[config.mk]
export PLATFORM = sky130hd
export DESIGN_NAME = fileop_unit
export DESIGN_NICKNAME = d
export VERILOG_FILES = /design/src/rtl/fileop_pkg.sv /design/src/rtl/fileop_rst_sync.sv /design/src/rtl/fileop_decode.sv /design/src/rtl/fileop_alu.sv /design/src/rtl/fileop_acc_regs.sv /design/src/rtl/fileop_unit.sv
export SDC_FILE = /design/constraint.sdc
export NUM_CORES = 1
export LEC_CHECK = 0
export CAP_MARGIN = 20
export CORE_MARGIN = 3
export CORE_UTILIZATION = 46
export DETAILED_ROUTE_END_ITERATION = 8
export DONT_BUFFER_PORTS = 1
export MAX_ROUTING_LAYER = met4
export PLACE_DENSITY = 0.66
export SYNTH_ARGS = -nofsm -noshare
export SYNTH_HDL_FRONTEND = slang
export SYNTH_SLANG_ARGS = --single-unit
[constraint.sdc]
create_clock -name clk -period 1.1 [get_ports clk]
set_input_delay 0.055 -clock clk [delete_from_list [all_inputs] [get_ports clk]]
set_output_delay 0.055 -clock clk [all_outputs]
set_load 0.01 [all_outputs]
[src/rtl/fileop_pkg.sv]
package fileop_pkg;

  typedef enum logic [1:0] {
    FOP_CLR_FILE = 2'b00,
    FOP_CLR_ACC  = 2'b01,
    FOP_INV      = 2'b10,
    FOP_DEC      = 2'b11
  } fop_e;

  typedef struct packed {
    logic to_file;
    logic to_acc;
    logic flag_upd;
    logic force_zero;
  } fop_route_t;

endpackage

[src/rtl/fileop_rst_sync.sv]
module fileop_rst_sync #(
  parameter int STAGES = 2
) (
  input  logic clk,
  input  logic rst_n,
  output logic rst_sync_n
);

  logic [STAGES-1:0] chain_q;

  generate
    for (genvar s = 0; s < STAGES; s++) begin : g_stage
      if (s == 0) begin : g_first
        always_ff @(posedge clk or negedge rst_n) begin
          if (!rst_n) chain_q[s] <= 1'b0;
          else        chain_q[s] <= 1'b1;
        end
      end else begin : g_next
        always_ff @(posedge clk or negedge rst_n) begin
          if (!rst_n) chain_q[s] <= 1'b0;
          else        chain_q[s] <= chain_q[s-1];
        end
      end
    end
  endgenerate

  assign rst_sync_n = chain_q[STAGES-1];

endmodule

[src/rtl/fileop_decode.sv]
module fileop_decode
  import fileop_pkg::*;
(
  input  logic       valid,
  input  fop_e       op,
  input  logic       dest,
  output fop_route_t route
);

  logic is_clear;
  logic is_arith;

  always_comb begin
    is_clear = (op == FOP_CLR_FILE) || (op == FOP_CLR_ACC);
    is_arith = (op == FOP_INV) || (op == FOP_DEC);

    route.to_file    = valid && ((op == FOP_CLR_FILE) || (is_arith && dest));
    route.to_acc     = valid && ((op == FOP_CLR_ACC)  || (is_arith && !dest));
    route.flag_upd   = valid;
    route.force_zero = is_clear;
  end

endmodule

[src/rtl/fileop_alu.sv]
module fileop_alu
  import fileop_pkg::*;
#(
  parameter int DATA_W = 8
) (
  input  fop_e              op,
  input  logic [DATA_W-1:0] operand,
  output logic [DATA_W-1:0] result,
  output logic              is_zero
);

  localparam logic [DATA_W-1:0] ONE = {{(DATA_W-1){1'b0}}, 1'b1};

  always_comb begin
    unique case (op)
      FOP_INV: result = ~operand;
      FOP_DEC: result = operand - ONE;
      default: result = '0;
    endcase
    is_zero = (result == '0);
  end

endmodule

[src/rtl/fileop_acc_regs.sv]
module fileop_acc_regs #(
  parameter int DATA_W = 8
) (
  input  logic              clk,
  input  logic              rst_n,
  input  logic              acc_en,
  input  logic [DATA_W-1:0] acc_d,
  input  logic              flag_en,
  input  logic              flag_d,
  output logic [DATA_W-1:0] acc_q,
  output logic              flag_q
);

  logic [DATA_W-1:0] acc_nxt;
  logic              flag_nxt;

  always_comb begin
    acc_nxt  = acc_q;
    flag_nxt = flag_q;
    if (acc_en)  acc_nxt  = acc_d;
    if (flag_en) flag_nxt = flag_d;
  end

  always_ff @(posedge clk or negedge rst_n) begin
    if (!rst_n) begin
      acc_q  <= '0;
      flag_q <= 1'b0;
    end else begin
      acc_q  <= acc_nxt;
      flag_q <= flag_nxt;
    end
  end

endmodule

[src/rtl/fileop_unit.sv]
module fileop_unit
  import fileop_pkg::*;
#(
  parameter int DATA_W     = 8,
  parameter int ADDR_W     = 7,
  parameter int SYNC_STAGE = 2
) (
  input  logic              clk,
  input  logic              rst_n,
  input  logic              op_valid,
  input  logic [1:0]        op_code,
  input  logic [ADDR_W-1:0] op_addr,
  input  logic              op_dest,
  output logic [ADDR_W-1:0] rf_addr,
  input  logic [DATA_W-1:0] rf_rdata,
  output logic              rf_we,
  output logic [DATA_W-1:0] rf_wdata,
  output logic [DATA_W-1:0] w_q,
  output logic              z_q
);

  logic              rst_sync_n;
  logic              valid_gated;
  fop_e              op;
  fop_route_t        route;
  logic [DATA_W-1:0] result;
  logic              res_zero;

  fileop_rst_sync #(.STAGES(SYNC_STAGE)) u_rst (
    .clk        (clk),
    .rst_n      (rst_n),
    .rst_sync_n (rst_sync_n)
  );

  assign valid_gated = op_valid && rst_sync_n;
  assign op          = fop_e'(op_code);

  fileop_decode u_dec (
    .valid (valid_gated),
    .op    (op),
    .dest  (op_dest),
    .route (route)
  );

  fileop_alu #(.DATA_W(DATA_W)) u_alu (
    .op      (op),
    .operand (rf_rdata),
    .result  (result),
    .is_zero (res_zero)
  );

  fileop_acc_regs #(.DATA_W(DATA_W)) u_regs (
    .clk     (clk),
    .rst_n   (rst_sync_n),
    .acc_en  (route.to_acc),
    .acc_d   (result),
    .flag_en (route.flag_upd),
    .flag_d  (route.force_zero | res_zero),
    .acc_q   (w_q),
    .flag_q  (z_q)
  );

  assign rf_addr  = op_addr;
  assign rf_we    = route.to_file;
  assign rf_wdata = result;

endmodule

==> impl_results.md <==
* Antenna violations before repair at 0
* Synthesized area at 722 um^2
* WL/cell at ~16 um
* Final Hold Viols at 0
* Maxcap violations at 0
* Worst Path Arrival at 1.16 ns
* Leakage at 0.000490 uW
* Max FO, Critical Path at 3
* Layout cells sized above 1 at between 60% and 70%
* H-Tree Depth at 1
* Final #Nets at 113
* Slowest CP cell: or3_4
* WP buf/inv at 1
* Final Critical Period at approximately 1.2 ns
* Via/cell ratio at 5.44
* Routed WL at roughly 1.7 mm
* Starting DRC count in detailed routing at 5
* Gr usage total at 19.0%
* Most frequent cell after synthesis: dfrtp_1
* Ys async rst share at 100%
* Kind of critical path: input port to primary output
* Endpoints failing setup at 13
* Setup crit start kind: input port
* CP peak stage delay at 0.41 ns
* Root Driver: clkbuf_4
* IO Pins at between 40 and 50
* Fin cells at 105
* Clock Path Buffers at 2
* Vias in the first global route at between 600 and 700
* Final period util at 111%
* EDFF count, synth at 0
* Final ANT Viol Nets at 0
* Fmax at 0.821 GHz
* Peak VDD IR at 0.729 mV
* Die area at 2080 um^2
* Crit path cell chain: or3_4, o31ai_4, xor2_1, and2_4, buf_6
* Syn nets at 91
* Unique masters post-synth at 31
* Die Span Y at 45.6 um
* Num CTS Buffers at 3
* Post-Route Skew at 0.00417 ns
* Worst-Skew Late Latency at 0.27 ns
* Power, Total at ~1200 uW
* Failing checks: setup timing
* Slew Viols, Final at 0
* Run status: complete, but fails checks
* Filler cell count at 98
* Via count at 571
* Cell count after placement at 91
* Core Rows at 13
* Antenna diode count at 0
* Warnings, synthesis at 0
* Chip Width at 45.6 um
* Synth cell count leaders: dfrtp_1 (11), buf_4 (8), mux2_2 (6)
* Cell family with most CP delay: simple AND/OR/NAND/NOR gates
* Number of synthesized register bits at 11
* Top area cells in the synthesized netlist: dfrtp_1 (38%), mux2_2 (9.4%), buf_4 (8.3%), xor2_1 (3.6%), mux2_1 (3.1%)
* Area leader, netlist: dfrtp_1
* Seq/Total Area, Yosys at 38.1%
* Starting Density at between 50% and 60%
* Drt pass-1 iters at 4
* Synth Flop Type: dfrtp_1
* Total gr overflow at 0
* Port bufs at 0
* TritonCTS clock tree: done
* Area grow syn2layout at 43.5%
* # clock sinks at 11
* Reg clk slew, reported paths at approximately 0.070 ns
* RePlAce Congestion at 0.807
* Pin count of the biggest net entering global routing at 14
* Global-route wire length before repair at 2.73 mm
* Worst EP required at 1.04 ns
* Syn Area/Cell at 10.5 um^2
* Critical path capture point type: primary output
* DP Wirelength at 1.20 mm
* RSZ-0062 raised after global routing: yes
* CORE AREA at 1380 um^2
* DR DRC count at 0
* Pwr Density at 1140 nW/um^2
* Synth Instances at 69
* Share of the synthesized area in the top cell type at 38.1%
* Worst Hold Class: input port to async pin
* Fin worst setup slack at -0.118 ns
metrics by stage:
stage	util, %	setup WS, ns	hold slack [ns]	TNS (ns)	area [um^2]
after CTS	71.8	-0.118	0.000260	-0.935	992
after global routing	74.9	-0.199	0.00771	-1.53	1040
after floorplan	-	-0.256	-0.241	-1.94	757
final	74.9	-0.118	0.00812	-0.925	1040
after global placement	60.4	-0.252	-0.241	-1.85	835
after detailed placement	60.4	-0.279	-0.241	-2.05	835
sequential cells by signal, summed over array words and instances (netlist names):
signal	count
u_regs.acc_q	8
u_regs.flag_q	1
u_rst.chain_q	1
u_rst.rst_sync_n	1
timing repair:
action,in CTS,in global routing
setup endpoints to repair,14,16
gates resized for setup,18,8
endpoints found under the hold margin,3,0
setup buffers,6,1
hold buffers,3,0
pin swaps,12,8
cell type report:
class,count,area (um^2),area share [%]
Clock buffer,4,26.3,2.54
Multi-Input combinational cell,46,474,45.8
Inverter,2,7.51,0.725
Timing Repair Buffer,27,233,22.5
Sequential cell,11,277,26.7
Tap cell,15,18.8,1.81
power breakdown:
| group | total, uW | internal, uW | switching (uW) |
|---|---|---|---|
| Clock | 272 | 140 | 132 |
| Sequential | 540 | 469 | 70.5 |
| Combinational | 371 | 242 | 130 |
placed cells by master (no fill, tap or decap):
master         instances
or3_4                  2
buf_6                  6
o21a_4                 1
nor2b_2                2
nor2_1                 1
or3_1                  1
dfrtp_1               10
mux2i_1                1
xnor2_1                1
and3_4                 1
xor2_1                 3
nand2_2                1
clkbuf_1               1
clkbuf_4               3
inv_2                  1
dlygate4sd3_1          3
o21ai_2                2
ha_4                   1
conb_1                 1
o211a_1                1
and2b_2                1
o31ai_4                2
mux2_4                 8
and2_4                 4
nand2_1                2
dfrtp_2                1
and3_1                 1
nor4_2                 1
a21oi_1                3
inv_1                  1
o2bb2ai_1              1
nand2b_4               1
nor2_2                 1
nand2b_1               1
buf_4                 18
o31ai_1                1
worst register-to-register path: cells and delay by family, from the launching register on:
family / cells / cell delay, ns
AOI/OAI and AO/OA: 2 / 0.22
DFF: 1 / 0.39
and+or+nand+nor: 2 / 0.49
path summary, 6_finish.rpt:
| check | slack [ns] | from | depth (start not counted) | end |
|---|---|---|---|---|
| hold / removal | 0.008 | rst_n | 1 | u_rst.chain_q[0] |
| setup / recovery | -0.12 | rf_rdata[0] | 5 | rf_wdata[7] |
| hold reg to reg | 0.23 | u_rst.rst_sync_n | 1 | u_regs.acc_q[2] |
| min in group clk | 0.02 | op_valid | 2 | u_regs.flag_q |
| max in group asynchronous | 0.74 | u_rst.rst_sync_n | 1 | u_regs.acc_q[6] |
| setup reg to reg | -0.07 | u_rst.rst_sync_n | 4 | u_regs.flag_q |
kinds of logic (layout without fill, tap and decap cells):
kind of cell             count (synthesis)  in the layout  synth area share [%]
AO/OA/AOI/OAI                           11             11                  12.0
XOR/XNOR                                 4              4                  4.85
adder cells (fa/ha/maj)                  1              1                  1.73
buffers and inverters                   12             33                  10.6
flip-flops                              11             11                  38.1
multiplexers                             9              9                  13.9
other                                    1              1                 0.519
AND/OR/NAND/NOR                         20             20                  18.4
per-layer routing:
metal | global-route usage, % | share of wire [%] | up-vias
met5 | - | 0 | -
met1 | 21.1 | 39 | 260
li1 | - | - | 275
met4 | 9.36 | 2.2 | 0
met2 | 29.2 | 48 | 28
met3 | 7.51 | 10 | 8
No activity file was read; power rests on OpenSTA's default activity.
